`config.mk`:
```
export PLATFORM = sky130hd
export DESIGN_NAME = tw9_cmd_tx
export DESIGN_NICKNAME = d
export VERILOG_FILES = /design/src/rtl/tw9_pkg.sv /design/src/rtl/tw9_half_timer.sv /design/src/rtl/tw9_framer.sv /design/src/rtl/tw9_shifter.sv /design/src/rtl/tw9_cmd_tx.sv
export SDC_FILE = /design/constraint.sdc
export NUM_CORES = 1
export LEC_CHECK = 0
export BUFFER_PORTS_ARGS = -buffer_cell sky130_fd_sc_hd__buf_2
export CORE_MARGIN = 10
export CORE_UTILIZATION = 50
export CTS_BUF_LIST = sky130_fd_sc_hd__clkbuf_8
export DETAILED_ROUTE_END_ITERATION = 6
export PLACE_DENSITY = 0.68
export REMOVE_ABC_BUFFERS = 1
export SLEW_MARGIN = 20
export SYNTH_ARGS = -nofsm -noshare
export SYNTH_HDL_FRONTEND = slang
export SYNTH_HIERARCHICAL = 1
export SYNTH_SLANG_ARGS = --single-unit
```
`constraint.sdc`:
```
create_clock -name clk -period 6.5 [get_ports clk]
set_input_delay 0.325 -clock clk [delete_from_list [all_inputs] [get_ports clk]]
set_output_delay 0.325 -clock clk [all_outputs]
set_load 0.02 [all_outputs]
```
`src/rtl/tw9_pkg.sv`:
```
// Package: shared constants, phase encoding and word packing for the
// nine-bit three-wire command serializer.
// Assumes 8-bit bytes; the word width is derived from the byte width.
package tw9_pkg;
    localparam int BYTE_W     = 8;
    localparam int WORD_W     = BYTE_W + 1;
    localparam int BIT_CNT_W  = $clog2(WORD_W);
    localparam int GAP_HALVES = 2;
    localparam int GAP_CNT_W  = $clog2(GAP_HALVES);

    // Phases of one framed word on the wire
    typedef enum logic [2:0] {
        PH_IDLE  = 3'd0,
        PH_SETUP = 3'd1,
        PH_LOW   = 3'd2,
        PH_HIGH  = 3'd3,
        PH_HOLD  = 3'd4,
        PH_GAP   = 3'd5
    } tx_phase_e;

    // Place the type flag above the byte so it leaves the shifter first
    function automatic logic [WORD_W-1:0] pack_word(input logic is_param,
                                                    input logic [BYTE_W-1:0] b);
        return {is_param, b};
    endfunction
endpackage

```
`src/rtl/tw9_half_timer.sv`:
```
// Module: tw9_half_timer
// Produces a one-cycle tick every (div+1) system clocks while run is high.
// Assumes: the divider is captured while run is low, so a word in flight
// keeps the rate it started with; the count restarts whenever run drops.
module tw9_half_timer #(
    parameter int DIV_W = 8
) (
    input  logic             clk,
    input  logic             rst_n,
    input  logic             run,
    input  logic [DIV_W-1:0] div_in,
    output logic             tick
);
    logic [DIV_W-1:0] div_q;
    logic [DIV_W-1:0] cnt_q;

    // Capture the divider when idle; count half-period cycles when running
    always_ff @(posedge clk) begin
        if (!rst_n) begin
            div_q <= '0;
            cnt_q <= '0;
        end else if (!run) begin
            div_q <= div_in;
            cnt_q <= '0;
        end else if (cnt_q == div_q) begin
            cnt_q <= '0;
        end else begin
            cnt_q <= cnt_q + 1'b1;
        end
    end

    assign tick = run && (cnt_q == div_q);
endmodule

```
`src/rtl/tw9_framer.sv`:
```
// Module: tw9_framer
// Tracks the packet boundary and builds the 9-bit word for each accepted
// byte: flag 0 for the first byte after a boundary, 1 for the rest.
// Assumes: accept happens only when valid and ready are both high.
module tw9_framer
    import tw9_pkg::*;
(
    input  logic              clk,
    input  logic              rst_n,
    input  logic [BYTE_W-1:0] in_data,
    input  logic              in_valid,
    input  logic              in_last,
    input  logic              ready_in,
    output logic              accept,
    output logic [WORD_W-1:0] word,
    output logic              pkt_open
);
    logic first_q;

    assign accept = in_valid && ready_in;

    // Remember whether the next accepted byte starts a new packet
    always_ff @(posedge clk) begin
        if (!rst_n) begin
            first_q <= 1'b1;
        end else if (accept) begin
            first_q <= in_last;
        end
    end

    assign word     = pack_word(!first_q, in_data);
    assign pkt_open = !first_q;
endmodule

```
`src/rtl/tw9_shifter.sv`:
```
// Module: tw9_shifter
// Frames one word on the wire: selects the receiver, shifts the word out
// MSB first with a mode-3 clock, holds, releases select and waits a gap.
// Assumes: tick marks the end of each half-period; load only in idle.
module tw9_shifter
    import tw9_pkg::*;
(
    input  logic              clk,
    input  logic              rst_n,
    input  logic              load,
    input  logic [WORD_W-1:0] word,
    input  logic              tick,
    output logic              run,
    output logic              ready,
    output logic              csn,
    output logic              sck,
    output logic              mosi
);
    tx_phase_e            phase_q;
    logic [WORD_W-1:0]    sh_q;
    logic [BIT_CNT_W-1:0] bit_q;
    logic [GAP_CNT_W-1:0] gap_q;

    localparam logic [BIT_CNT_W-1:0] LAST_BIT = BIT_CNT_W'(WORD_W - 1);
    localparam logic [GAP_CNT_W-1:0] LAST_GAP = GAP_CNT_W'(GAP_HALVES - 1);

    // Phase sequencing, shift register and bit/gap counting
    always_ff @(posedge clk) begin
        if (!rst_n) begin
            phase_q <= PH_IDLE;
            sh_q    <= '0;
            bit_q   <= '0;
            gap_q   <= '0;
        end else begin
            case (phase_q)
                PH_IDLE: begin
                    if (load) begin
                        sh_q    <= word;
                        bit_q   <= '0;
                        phase_q <= PH_SETUP;
                    end
                end
                PH_SETUP: if (tick) phase_q <= PH_LOW;
                PH_LOW:   if (tick) phase_q <= PH_HIGH;
                PH_HIGH: begin
                    if (tick) begin
                        if (bit_q == LAST_BIT) begin
                            phase_q <= PH_HOLD;
                        end else begin
                            sh_q    <= {sh_q[WORD_W-2:0], 1'b0};
                            bit_q   <= bit_q + 1'b1;
                            phase_q <= PH_LOW;
                        end
                    end
                end
                PH_HOLD: begin
                    if (tick) begin
                        gap_q   <= '0;
                        phase_q <= PH_GAP;
                    end
                end
                PH_GAP: begin
                    if (tick) begin
                        if (gap_q == LAST_GAP) phase_q <= PH_IDLE;
                        else                   gap_q   <= gap_q + 1'b1;
                    end
                end
                default: phase_q <= PH_IDLE;
            endcase
        end
    end

    // Pin levels decoded from the current phase
    always_comb begin
        run   = (phase_q != PH_IDLE);
        ready = (phase_q == PH_IDLE);
        csn   = !((phase_q == PH_SETUP) || (phase_q == PH_LOW) ||
                  (phase_q == PH_HIGH)  || (phase_q == PH_HOLD));
        sck   = (phase_q != PH_LOW);
        mosi  = sh_q[WORD_W-1];
    end
endmodule

```
`src/rtl/tw9_cmd_tx.sv`:
```
// Module: tw9_cmd_tx (top)
// Nine-bit three-wire command serializer: accepts bytes with valid/ready,
// tags each with a command/parameter flag from its packet position and
// sends it as a 9-bit mode-3 serial word under its own chip select.
// Assumes: clk_div is sampled when a word is accepted.
module tw9_cmd_tx
    import tw9_pkg::*;
#(
    parameter int DIV_W = 8
) (
    input  logic              clk,
    input  logic              rst_n,
    input  logic [DIV_W-1:0]  clk_div,
    input  logic [BYTE_W-1:0] in_data,
    input  logic              in_valid,
    input  logic              in_last,
    output logic              in_ready,
    output logic              busy,
    output logic              spi_csn,
    output logic              spi_sck,
    output logic              spi_mosi
);
    logic              accept;
    logic [WORD_W-1:0] word;
    logic              pkt_open;
    logic              run;
    logic              tick;

    tw9_framer i_framer (
        .clk      (clk),
        .rst_n    (rst_n),
        .in_data  (in_data),
        .in_valid (in_valid),
        .in_last  (in_last),
        .ready_in (in_ready),
        .accept   (accept),
        .word     (word),
        .pkt_open (pkt_open)
    );

    tw9_half_timer #(.DIV_W(DIV_W)) i_timer (
        .clk    (clk),
        .rst_n  (rst_n),
        .run    (run),
        .div_in (clk_div),
        .tick   (tick)
    );

    tw9_shifter i_shifter (
        .clk   (clk),
        .rst_n (rst_n),
        .load  (accept),
        .word  (word),
        .tick  (tick),
        .run   (run),
        .ready (in_ready),
        .csn   (spi_csn),
        .sck   (spi_sck),
        .mosi  (spi_mosi)
    );

    // Packet in progress: open packet, or a word still selected on the wire
    assign busy = pkt_open || !spi_csn;
endmodule

```
==> impl_metrics.env <==
export IMPL_grt_pass1_wl_mm=6.09
export IMPL_cts_made_buffers=5
export IMPL_synth_top_cell_area_share_pct=36.3
export IMPL_maxCapViolations=0
export IMPL_antenna_diode_count=0
export IMPL_clkTransAtPathRegs_ns=0.07
export IMPL_max_slew_margin_pct=61.8
export IMPL_ir_drop_mv=0.0983
export IMPL_hold_buffers=0
export IMPL_core_sq_mm=0.00363
export IMPL_slew_viol_final=0
export IMPL_avgRoutedWirePerCell_um=14.3
export IMPL_post_cts_resized_instances=0
export IMPL_dr_pass1_iters=4
export IMPL_setup_viol=0
export IMPL_port_buffers=24
export IMPL_synth_cell_area_sq_mm=0.00187
export IMPL_viasPerCell=5.53
export IMPL_worstHoldPathType="input port to flop"
export IMPL_grt_max_degree=22
export IMPL_swShare_pct=28.1
export IMPL_antenna_found_initial=0
export IMPL_drtAntennaViolNets=0
export IMPL_switchingPower_w=0.000133
export IMPL_drc_errors=0
export IMPL_path_max_fanout=13
export IMPL_powerDensity_mw_per_mm2=237
export IMPL_slowest_stage="or3_1"
export IMPL_leakage_nw=0.826
export IMPL_cp_slowest_stage_delay_ns=0.68
export IMPL_tritoncts="done"
export IMPL_clock_skew_ns=0.00932
export IMPL_start_kind="flop"
export IMPL_gp_congestion=0.811
export IMPL_post_route_util_pct=55.2
export IMPL_required_ns=6.72
export IMPL_die_h_um=81.2
export IMPL_fin_crit_ns=2.48
export IMPL_yosysWarnings=6
export IMPL_drt_first_iter_violations=45
export IMPL_cts_max_level=2
export IMPL_critPathBufInv=1
export IMPL_clk_root_buffer_cell="clkbuf_8"
export IMPL_ys_ff_latch=34
export IMPL_finalNetCount=223
export IMPL_synth_area_top_cells="dfxtp_1 36%, mux2i_1 10%, a221oi_2 4.8%"
export IMPL_drt_total_wl_mm=3.56
export IMPL_p_clk_share_pct=33.7
export IMPL_io_pins=25
export IMPL_ys_seq_area_share_pct=36.3
export IMPL_synth_avg_cell_area_sq_um=9.96
export IMPL_max_clock_path_buffers=2
export IMPL_track_usage_pct=11.9
export IMPL_area_growth_pct=7.08
export IMPL_tightestPinTransition_ns=0.571
export IMPL_yosysTopAreaCell="dfxtp_1"
export IMPL_worstPathCellList="or3_1 > inv_1 > and2_4 > nor4b_4 > a21o_4 > mux2i_1"
export IMPL_ys_types=45
export IMPL_floorplan_initialDensity_pct=51.5
export IMPL_p_int_w=0.000341
export IMPL_arrival_ns=2.70
export IMPL_syn_inst=188
export IMPL_die_w_um=81.2
export IMPL_worstSetupEndpointType="flop"
export IMPL_postCtsSetupBuffers=0
export IMPL_tns_ns=0
export IMPL_power_frac_comb_pct=17.4
export IMPL_grt_pass1_vias=1402
export IMPL_hpwl_mm=2.64
export IMPL_power_w=0.000475
export IMPL_num_rows=22
export IMPL_criticalPathCategory="flop to flop"
export IMPL_fmax_ghz=0.403
export IMPL_overflow=0
export IMPL_layout_drive_gt1_share_pct=23.9
export IMPL_dieArea_sq_mm=0.00659
export IMPL_cpLargestDelayFamily="simple AND/OR/NAND/NOR gates"
export IMPL_rsz0062_at_grt="no"
export IMPL_cts_sinks=34
export IMPL_timing_final_crit_share_pct=38.1
export IMPL_clk_latency_ns=0.29
export IMPL_seqPwrFrac_pct=48.9
export IMPL_hold_viol_final=0
export IMPL_status="finished clean"
export IMPL_vias=1376
## worst register-to-register path: stages, from the launching register on
cell     delay [ns]
dfxtp_1        0.43
or3_1          0.68
inv_1          0.18
and2_4         0.17
nor4b_4        0.49
a21o_4         0.27
mux2i_1        0.21
## state kept, by name (all words and copies together) (netlist names)
| register | count |
|---|---|
| i_shifter/sh_q | 9 |
| i_timer/cnt_q | 8 |
| i_timer/div_q | 8 |
| i_shifter/bit_q | 4 |
| i_shifter/phase_q | 3 |
| i_framer/first_q | 1 |
| i_shifter/gap_q | 1 |
## per-layer routing
| layer | part of all wire (%) | GRT usage (%) | vias up | wire length (um) |
|---|---|---|---|---|
| li1 | - | - | 697 | - |
| met4 | 2.3 | 6.75 | 0 | 82 |
| met1 | 43 | 12.2 | 654 | 1540 |
| met3 | 3.8 | 4.19 | 7 | 134 |
| met5 | 0 | 0 | - | 0 |
| met2 | 51 | 20.8 | 18 | 1810 |
## cell families (layout without fill, tap and decap cells)
| kind of cell | count (synthesis) | after routing | share of synthesized area (%) |
|---|---|---|---|
| simple gates | 61 | 61 | 21.0 |
| flops | 34 | 34 | 36.3 |
| compound gates | 33 | 33 | 16.0 |
| buf+inv | 27 | 40 | 9.02 |
| mux | 19 | 19 | 10.2 |
| xor+xnor | 11 | 11 | 5.54 |
| fa+ha+maj | 3 | 3 | 2.00 |
## path summary, 6_finish.rpt
path	from	endpoint	slack (ns)	cells past startpoint
max	i_shifter/phase_q[1]	i_shifter/bit_q[1]	4.02	6
min	clk_div[2]	i_timer/div_q[2]	0.28	3
max reg2reg	i_shifter/phase_q[1]	i_shifter/bit_q[1]	4.02	6
min reg2reg	i_shifter/sh_q[0]	i_shifter/sh_q[0]	0.47	2
## through the flow
step	hold WS, ns	instance area, sq um	setup WS (ns)	instances
global route	0.280	2010	3.83	249
global placement	0.447	1910	4.12	241
CTS	0.275	2010	3.99	249
finish	0.279	2010	4.02	249
floorplan	0.390	1730	4.22	169
detailed placement	0.467	1910	3.99	241
## power groups by stage
stage / Clock, W / Sequential, W / Combinational, W
after floorplan: 0 / 0.000236 / 0.0000613
after global placement: 0 / 0.000237 / 0.0000813
after detailed placement: 0 / 0.000237 / 0.0000837
after CTS: 0.000166 / 0.000233 / 0.0000839
after global routing: 0.000175 / 0.000234 / 0.0000915
final: 0.000160 / 0.000232 / 0.0000825
## synthesized netlist by cell type, drive strengths merged
library cell / number
nor3: 1
nand4: 2
a41oi: 1
nand4b: 1
nand3b: 4
dfxtp: 34
nor4: 3
a311o: 1
and4b: 1
o21ai: 5
a211oi: 5
and2: 1
mux2i: 19
nand3: 8
xnor2: 1
ha: 3
and3: 1
or3: 4
nand2: 11
nor2b: 9
nor4b: 1
a21oi: 3
xor2: 10
o211ai: 3
clkbuf: 4
buf: 15
o2111a: 1
nand2b: 1
a311oi: 1
a221oi: 11
a21o: 1
or2b: 1
inv: 8
o22ai: 1
and3b: 1
nor2: 11
## cells in the final DEF (no fill, tap or decap), types with 2 or more instances in the layout
| cell | n |
|---|---|
| dfxtp_1 | 34 |
| buf_2 | 24 |
| mux2i_1 | 19 |
| nor2_1 | 11 |
| nand2_1 | 10 |
| inv_1 | 9 |
| nor2b_1 | 9 |
| xor2_1 | 9 |
| nand3_1 | 7 |
| clkbuf_8 | 6 |
| a221oi_2 | 6 |
| o21ai_0 | 5 |
| a221oi_1 | 5 |
| a211oi_1 | 5 |
| nand3b_1 | 4 |
| or3_1 | 4 |
| a21oi_1 | 3 |
| ha_1 | 3 |
| o211ai_1 | 2 |
| nand4_1 | 2 |
| nor4_4 | 2 |
## final cells by class
class / count / area (sq um)
fillers: 359 / 1630
multi-input cells: 127 / 1020
flip-flops and latches: 34 / 681
repair buffers: 24 / 120
clock buffers: 6 / 82.6
well taps: 48 / 60.1
inverters: 8 / 30.0
clock inverters: 2 / 8.76
Power figures use the tool's default switching activity.
